<file path="src/rtl/bsel_pkg.sv">
package bsel_pkg;

  localparam int unsigned NUM_REGS = 32;
  localparam int unsigned IDX_W    = $clog2(NUM_REGS);

  localparam logic [8:0] TOP_FIXED = 9'b111100110;
  localparam logic [8:0] TOP_MIXED = 9'b111111110;
  localparam logic [3:0] MID_CONST = 4'b0001;

  typedef enum logic [1:0] {
    OP_NONE = 2'b00,
    OP_BSL  = 2'b01,
    OP_BIT  = 2'b10,
    OP_BIF  = 2'b11
  } bsel_op_e;

  typedef struct packed {
    bsel_op_e         op;
    logic             q;
    logic [IDX_W-1:0] d;
    logic [IDX_W-1:0] n;
    logic [IDX_W-1:0] m;
    logic             legal;
  } bsel_insn_t;

  typedef enum logic [2:0] {
    ST_IDLE  = 3'd0,
    ST_STEP0 = 3'd1,
    ST_STEP1 = 3'd2,
    ST_DONE  = 3'd3,
    ST_UNDEF = 3'd4
  } bsel_state_e;

endpackage

</file>
<file path="src/rtl/bsel_decode.sv">
module bsel_decode
  import bsel_pkg::*;
(
  input  logic [31:0] word,
  input  logic        mixed,
  output bsel_insn_t  dec
);

  logic top_ok, const_ok, op_ok, align_ok;

  always_comb begin
    top_ok   = mixed ? (word[31:23] == TOP_MIXED) : (word[31:23] == TOP_FIXED);
    const_ok = (word[11:8] == MID_CONST) && word[4];
    op_ok    = (word[21:20] != 2'b00);
    align_ok = !word[6] || !(word[12] || word[16] || word[0]);

    dec.op    = bsel_op_e'(word[21:20]);
    dec.q     = word[6];
    dec.d     = {word[22], word[15:12]};
    dec.n     = {word[7],  word[19:16]};
    dec.m     = {word[5],  word[3:0]};
    dec.legal = top_ok && const_ok && op_ok && align_ok;
  end

  // a legal double-width word always names even registers
  always_comb begin
    if (dec.legal && dec.q)
      a_pair_even_r8: assert (!dec.d[0] && !dec.n[0] && !dec.m[0]);
  end

endmodule

</file>
<file path="src/rtl/bsel_regfile.sv">
module bsel_regfile #(
  parameter int unsigned REG_W    = 64,
  parameter int unsigned NUM_REGS = 32,
  localparam int unsigned IDX_W   = $clog2(NUM_REGS)
) (
  input  logic             clk,
  input  logic             we,
  input  logic [IDX_W-1:0] waddr,
  input  logic [REG_W-1:0] wdata,
  input  logic [IDX_W-1:0] ra_d,
  input  logic [IDX_W-1:0] ra_n,
  input  logic [IDX_W-1:0] ra_m,
  input  logic [IDX_W-1:0] ra_t,
  output logic [REG_W-1:0] rd_d,
  output logic [REG_W-1:0] rd_n,
  output logic [REG_W-1:0] rd_m,
  output logic [REG_W-1:0] rd_t
);

  logic [REG_W-1:0] mem [NUM_REGS];

  for (genvar g = 0; g < NUM_REGS; g++) begin : g_reg
    always_ff @(posedge clk) begin
      if (we && (waddr == IDX_W'(g)))
        mem[g] <= wdata;
    end
  end

  // combinational reads: old contents visible during the write cycle
  assign rd_d = mem[ra_d];
  assign rd_n = mem[ra_n];
  assign rd_m = mem[ra_m];
  assign rd_t = mem[ra_t];

endmodule

</file>
<file path="src/rtl/bsel_alu.sv">
module bsel_alu
  import bsel_pkg::*;
#(
  parameter int unsigned REG_W = 64
) (
  input  bsel_op_e         op,
  input  logic [REG_W-1:0] dst,
  input  logic [REG_W-1:0] src1,
  input  logic [REG_W-1:0] src2,
  output logic [REG_W-1:0] res
);

  always_comb begin
    unique case (op)
      OP_BSL:  res = (src1 & dst)  | (src2 & ~dst);
      OP_BIT:  res = (src1 & src2) | (dst  & ~src2);
      OP_BIF:  res = (dst  & src2) | (src1 & ~src2);
      default: res = dst;
    endcase
  end

endmodule

</file>
<file path="src/rtl/bsel_unit.sv">
module bsel_unit
  import bsel_pkg::*;
#(
  parameter int unsigned REG_W = 64
) (
  input  logic             clk,
  input  logic             rst_n,
  input  logic             insn_valid,
  output logic             insn_ready,
  input  logic [31:0]      insn_word,
  input  logic             insn_mixed,
  output logic             done,
  output logic             undef,
  input  logic             tp_we,
  input  logic [4:0]       tp_idx,
  input  logic [REG_W-1:0] tp_wdata,
  output logic [REG_W-1:0] tp_rdata
);

  bsel_state_e      state;
  bsel_insn_t       dec, cur;
  logic             accept, step_we, off;
  logic [IDX_W-1:0] ad, an, am, waddr;
  logic [REG_W-1:0] vd, vn, vm, res, wdata;
  logic             we;

  bsel_decode u_dec (
    .word  (insn_word),
    .mixed (insn_mixed),
    .dec   (dec)
  );

  assign insn_ready = (state == ST_IDLE);
  assign accept     = insn_valid && insn_ready;

  always_ff @(posedge clk) begin
    if (!rst_n) begin
      state <= ST_IDLE;
      cur   <= '0;
    end else begin
      unique case (state)
        ST_IDLE: if (accept) begin
          cur   <= dec;
          state <= dec.legal ? ST_STEP0 : ST_UNDEF;
        end
        ST_STEP0: state <= cur.q ? ST_STEP1 : ST_DONE;
        ST_STEP1: state <= ST_DONE;
        default:  state <= ST_IDLE;
      endcase
    end
  end

  assign off     = (state == ST_STEP1);
  assign step_we = (state == ST_STEP0) || (state == ST_STEP1);
  assign ad      = cur.d + IDX_W'(off);
  assign an      = cur.n + IDX_W'(off);
  assign am      = cur.m + IDX_W'(off);

  bsel_alu #(.REG_W(REG_W)) u_alu (
    .op   (cur.op),
    .dst  (vd),
    .src1 (vn),
    .src2 (vm),
    .res  (res)
  );

  always_comb begin
    if (step_we) begin
      we    = 1'b1;
      waddr = ad;
      wdata = res;
    end else begin
      we    = tp_we && (state == ST_IDLE);
      waddr = tp_idx;
      wdata = tp_wdata;
    end
  end

  bsel_regfile #(.REG_W(REG_W), .NUM_REGS(NUM_REGS)) u_rf (
    .clk   (clk),
    .we    (we),
    .waddr (waddr),
    .wdata (wdata),
    .ra_d  (ad),
    .ra_n  (an),
    .ra_m  (am),
    .ra_t  (tp_idx),
    .rd_d  (vd),
    .rd_n  (vn),
    .rd_m  (vm),
    .rd_t  (tp_rdata)
  );

  assign done  = (state == ST_DONE);
  assign undef = (state == ST_UNDEF);

  p_excl_r9: assert property (@(posedge clk) disable iff (!rst_n)
    !(done && undef));

  p_done_pulse_r9: assert property (@(posedge clk) disable iff (!rst_n)
    done |=> !done);

  p_undef_lat_r9: assert property (@(posedge clk) disable iff (!rst_n)
    (accept && !dec.legal) |=> undef);

  p_done64_lat_r9: assert property (@(posedge clk) disable iff (!rst_n)
    (accept && dec.legal && !dec.q) |-> ##2 done);

  p_done128_lat_r9: assert property (@(posedge clk) disable iff (!rst_n)
    (accept && dec.legal && dec.q) |-> ##3 done);

  p_busy_r10: assert property (@(posedge clk) disable iff (!rst_n)
    (done || undef || step_we) |-> !insn_ready);

  p_pair_upper_r7: assert property (@(posedge clk) disable iff (!rst_n)
    (state == ST_STEP1) |-> ($past(we) && waddr == $past(waddr) + IDX_W'(1)));

  p_step_legal_r8: assert property (@(posedge clk) disable iff (!rst_n)
    step_we |-> cur.legal);

endmodule

</file>
<file path="config.mk">
export PLATFORM = sky130hd
export DESIGN_NAME = bsel_unit
export DESIGN_NICKNAME = d
export VERILOG_FILES = /design/src/rtl/bsel_pkg.sv /design/src/rtl/bsel_decode.sv /design/src/rtl/bsel_regfile.sv /design/src/rtl/bsel_alu.sv /design/src/rtl/bsel_unit.sv
export SDC_FILE = /design/constraint.sdc
export NUM_CORES = 2
export LEC_CHECK = 0
export BUFFER_PORTS_ARGS = -buffer_cell sky130_fd_sc_hd__buf_2
export CORE_MARGIN = 1
export CORE_UTILIZATION = 48
export DETAILED_ROUTE_END_ITERATION = 10
export SETUP_SLACK_MARGIN = 0.4
export SYNTH_ARGS = -nofsm -noshare
export SYNTH_HDL_FRONTEND = slang
export SYNTH_HIERARCHICAL = 1
export SYNTH_SLANG_ARGS = --single-unit
</file>
<file path="constraint.sdc">
create_clock -name clk -period 8.7 [get_ports clk]
set_input_delay 1.305 -clock clk [delete_from_list [all_inputs] [get_ports clk]]
set_output_delay 1.305 -clock clk [all_outputs]
set_load 0.03 [all_outputs]
</file>
* Yosys cells after proc, flatten, opt, wreduce, memory -nomap -nowiden
Memory sizes are Yosys's and may differ from the RTL's.
Cells that the tools add are included.
** Cells by class
- $add $sub $neg :: 3
- Equal/unequal tests :: 42
- Multiplexer cells :: 166
- Bitwise gates (word level) :: 11
- Reduce and logical (&&, ||, !) cells :: 79
** Operators with widths (number)
- $mux W64 :: 32
- $reduce_or A64 Y1 :: 31
- $and A64 B64 Y64 :: 6
- $or A64 B64 Y64 :: 3
- $pmux W64 S3 :: 1
- $mux W5 :: 32
- $not A64 Y64 :: 2
- $mux W1 :: 98
- $eq A5 B5 Y1 const B :: 16
- $eq A5 B4 Y1 const B :: 8
- $logic_and A1 B1 Y1 :: 38
- $eq A5 B3 Y1 const B :: 4
- $eq A9 B9 Y1 const B :: 2
- $add A5 B1 Y5 :: 3
- $eq A5 B2 Y1 const B :: 2
- $pmux W3 S3 :: 1
- $eq A3 B2 Y1 const B :: 2
- $mux W3 :: 2
- $eq A5 B1 Y1 const B :: 1
- $logic_not A5 Y1 :: 1
- $eq A2 B2 Y1 const B :: 2
- $eq A4 B1 Y1 const B :: 1
- $logic_or A1 B1 Y1 :: 4
- $eq A3 B1 Y1 const B :: 1
- other kinds (7) :: 8
** Word-level totals
- Bits in registers :: 21
- RAM bits :: 2048
- Input bits :: 106
- Output and inout bits :: 67
- Word-level logic and storage cells :: 308
- Memories :: 1
** Memory list
- u_rf.mem :: depth 32, bits a word 64, rd ports 4, clocked after memory_dff 0, wr ports 1, line bsel_regfile.sv:20 : logic [REG_W-1:0] mem [NUM_REGS];

* Depth between registers and ports, before layout
- Depth in word-level cells :: 39
- Mapped depth :: 17
- Depth with buffers taken out :: 12

* Modules after synthesis
The synthesis kept the hierarchy.
** By module, submodules not included
- bsel_regfile :: instances 1, cells an instance 6260, area an instance 126542.6 µm², sequential area each 61499.0 µm²
- bsel_alu :: instances 1, cells an instance 490, area an instance 3420.8 µm², sequential area each 0.0 µm²
- bsel_unit :: instances 1, cells an instance 196, area an instance 1958.1 µm², sequential area each 420.4 µm²
- bsel_decode :: instances 1, cells an instance 28, area an instance 211.5 µm², sequential area each 0.0 µm²

* Least setup slack after synthesis
Ideal clock, no wire load.
- Path kind :: input-to-reg
- From :: input port tp_idx[0]
- To :: memory u_rf.mem[28][0] (enable)
- Setup time :: 0.487 ns
- Data arrival time :: 4.786 ns
- Required time :: 8.213 ns
- Slack :: 3.427 ns
- Cell stages on the path :: 4
- Buffers on the path :: 1
- Cells stage by stage :: mux2_1 or2_2 clkbuf_1 nor2_1
** Between the ends
- Word-level cells in the longest chain between the ends :: 37
- Elaborated cells on any way between the ends :: 222
- Classes of those cells :: eq/ne (31); mux (127); reduce/logical (64)
** RTL lines
- start: declaration :: line bsel_unit.sv:15 : input logic [4:0] tp_idx,
- $mux W5 * :: line bsel_unit.sv:68 : if (step_we) begin
- $eq A5 B1 Y1 :: line bsel_regfile.sv:24 : if (we && (waddr == IDX_W'(g)))
- $logic_and A1 B1 Y1 :: line bsel_regfile.sv:24
- $mux W1 :: line bsel_regfile.sv:24
- $mux W1 (implied by the code) :: line bsel_regfile.sv:25 : mem[g] <= wdata;
- $reduce_or A64 Y1 (no source line)
- $mux W5 (no source line) or $mux W1 (tied branches) (31 in a row)
- end: declaration :: line bsel_regfile.sv:20
Every way passes the cells marked *; elsewhere a longest branch is shown, timed or not.

* Final worst setup path
- From :: input port tp_idx[2]
- To :: output port tp_rdata[26]
** Between the ends
- Word-level cells in the longest chain between the ends :: 1
** RTL lines
- $mem_v2 Z32 W64
- end: declaration :: line bsel_unit.sv:17 : output logic [REG_W-1:0] tp_rdata
No other way between the ends.

==> key figures <==
Pwr
  • Switching Fraction: 25.9%
  • Seq pwr share: 43.8%
  • Power per Cell Area: 175 nW/µm²
  • VDD IR max: 0.000176 V
  • Pint: 0.0188 W
  • Part of the power in combinational logic: 15.9%
  • Leakage: 42.8 nW
  • Clk pwr share: 40.3%
  • Sw power: 0.00656 W

Synthesis
  • Mux cell area share after synthesis: 44.9%
  • Complex-gate fraction of the synthesized area: 3.07%
  • Synthesized instance count: 6,974
  • Synth Net Count: 7,086
  • Register area share after synthesis: 46.9%
  • Yosys warns: 6
  • Number of synthesized register bits: 2,069
  • Post-Synth Simple-Gate Area: 1.69%
  • FFs w/ async S/R, synth: 0%
  • Predominant post-synthesis flop cell: edfxtp_1
  • Share of the synthesized area in the top cell type: 46.5%
  • Largest family of logic cells by synthesized area: multiplexers
  • Mean Syn Cell Area: 18.9 µm²
  • Most frequent cell after synthesis: mux4_2
  • Number of flops mapped to enable cells by yosys: 2,048
  • Post-synth top cells: mux4_2, edfxtp_1, mux2_2, mux2i_1, buf_2
  • Adder-Cell Fraction of Synth Area: 0.542%
  • Mapped Area: 132,000 µm²
  • Area contributors post-synth: edfxtp_1, mux4_2, mux2_2
  • Unique cell type count in the Yosys netlist: 51
  • Yosys top cell by area: edfxtp_1
  • Post-synthesis xor/xnor area fraction: 0.0663%

Floorplanning
  • Number of I/O pins: 173
  • Core Area: 274,000 µm²
  • Die Ht: 527 µm
  • Initial Util: 48.3%
  • Die Footprint: 277,000 µm²
  • Rows: 192
  • Die Width: 527 µm

STA
  • Clk_skew: 0.0644 ns
  • RSZ-0062 raised after global routing: false
  • Relative slew slack: -3.70%
  • Fmax: 164 MHz
  • Final period util: 70.0%
  • Slew Limit Fails: 10
  • Fin crit period: 6.09 ns
  • Worst Tran Pin Value: 1.56 ns
  • Setup TNS Final: 0 ns
  • Final hold violation count: 0
  • Setup violators final: 0

Clocking
  • Clk buf depth: 4
  • Hold-fix buffers, CTS: 0
  • CTS-repair resized insts: 0
  • Clock Pin Slew Worst Setup and Hold Paths: 0.05 ns
  • Htree depth: 4
  • Worst-Skew Late Latency: 0.94 ns
  • # clock sinks: 2,069
  • CTS tree: done
  • Setup Buffers After CTS: 0
  • Root buf cell: clkbuf_16
  • CTS buffer count: 240

Detailed routing
  • Pre-Repair DR Iteration Count: 6
  • DR vias: 84,600
  • Routed Antenna Nets: 0
  • Drt drc: 0
  • DR vias/cell: 7.93
  • DR iter-0 viols: 11,900
  • Wire per inst: 44.9 µm
  • Routed WL: 479 mm

Run
  • Max-cap check violation count: 1

Worst setup path
  • Kind of critical path: in -> out
  • Setup crit end kind: primary output
  • CP Max Fanout: 77
  • Delay-heaviest family, CP: buffers and inverters
  • CP arrival: 4.78 ns
  • Worst stage delay on the critical path: 1.28 ns
  • Worst endpoint required time: 7.39 ns
  • Slowest cell on crit path: a221oi_1
  • WP buf/inv: 3
  • Crit path cell chain: buf_8 > buf_4 > mux4_2 > mux2i_1 > a221oi_1 > buf_2
  • Nature of the critical path startpoint: primary input

GRT
  • Met1 Track Usage GR: 47.6%
  • Grt met2 use: 51.8%
  • Largest net degree at the start of global routing: 113
  • First-pass GRT wire length: 672 mm
  • Initial antenna violation count: 32
  • GRT overflow: 0
  • M3 GR Usage: 9.20%
  • Total GRT Usage: 34.6%
  • Busiest grt layer: met2
  • Number of global-route vias before repair: 84,200

Layout
  • Share of cells above drive strength 1: 50.1%
  • P&R area growth vs syn: 9.81%
  • Cell area after layout: 145,000 µm²
  • Final nets: 6,997

Placement
  • Placement-stage cell area: 137,000 µm²
  • Placer Congestion: 0.850
  • Buffers on Ports: 172
  • Hpwl dp: 259 mm

Outcome
  • Failing checks: max-capacitance violations, max-slew violations
  • Run status: complete, but fails checks

Worst hold path
  • Hold Crit Class: reg -> reg
[area by class of cell]
class	count	area, µm²
inverter	2	22.5
clock buffer	272	6150
fill	21100	129000
sequential	2069	61900
tap	3589	4490
multi-input combinational	4160	67000
clock inverter	153	1590
antenna	18	45.0
timing repair buffer	412	3880
[path summary, 6_finish.rpt]
path	from	to	slack [ns]	depth (start not counted)
max	tp_idx[2]	tp_rdata[26]	2.61	6
min	cur[16]	cur[16]	0.47	2
min reg2reg	cur[16]	cur[16]	0.47	2
max reg2reg	state[1]	u_rf/mem[12][60]	2.82	14
[through the flow]
stage	hold slack, ns	instances	power, W	setup slack, ns	util [%]
final	0.469	10700	0.0254	2.61	53.0
after global routing	0.491	10700	0.0259	2.64	53.0
after floorplan	0.436	6974	0.0141	3.43	-
after CTS	0.472	10700	0.0254	2.78	53.0
after global placement	0.458	10200	0.0153	2.73	50.2
after detailed placement	0.461	10200	0.0153	2.76	50.2
[registers in the layout, indices dropped and copies added, names as in the netlist]
name,flops
state,3
u_rf/mem,2048
cur,18
[tightest hold or removal path: cells and delay by family, from the launching register on]
| kind | cells | cell delay [ns] |
|---|---|---|
| AO/OA/AOI/OAI | 1 | 0.05 |
| flip-flops | 1 | 0.31 |
| AND/OR/NAND/NOR | 1 | 0.07 |
[power by group through the flow]
stage | clock network [W] | logic [W] | registers (W)
3_3_place_gp | 0 | 0.00396 | 0.0113
4_1_cts | 0.0103 | 0.00399 | 0.0111
5_1_grt | 0.0106 | 0.00419 | 0.0111
2_1_floorplan | 0 | 0.00283 | 0.0113
6_report | 0.0102 | 0.00404 | 0.0111
3_5_place_dp | 0 | 0.00398 | 0.0113
[routing by layer]
layer | part of all wire, % | wire [µm] | vias up
li1 | - | - | 31300
met1 | 37 | 179000 | 45600
met2 | 45 | 217000 | 6634
met3 | 12 | 59600 | 1155
met4 | 4.9 | 23600 | 8
met5 | 0.0098 | 47 | -
[cell families (layout without fill, tap and decap cells)]
family,count (synthesis),after routing
adders and majority gates,70,70
AOI/OAI and AO/OA,568,568
muxes,3088,3088
xor gates and xnor gates,10,10
DFF,2069,2069
and+or+nand+nor,424,424
other,0,18
buffers and inverters,745,839
[placed cells by master, fill, tap and decap left out, types with 103 or more instances in the layout]
cell type	instances
mux4_2	2230
edfxtp_1	2048
mux2_2	459
mux2i_1	393
clkbuf_16	241
buf_2	167
buf_4	147
nand2b_1	134
o22ai_1	117
nor2_1	103
No activity file was read; power rests on OpenSTA's default activity.
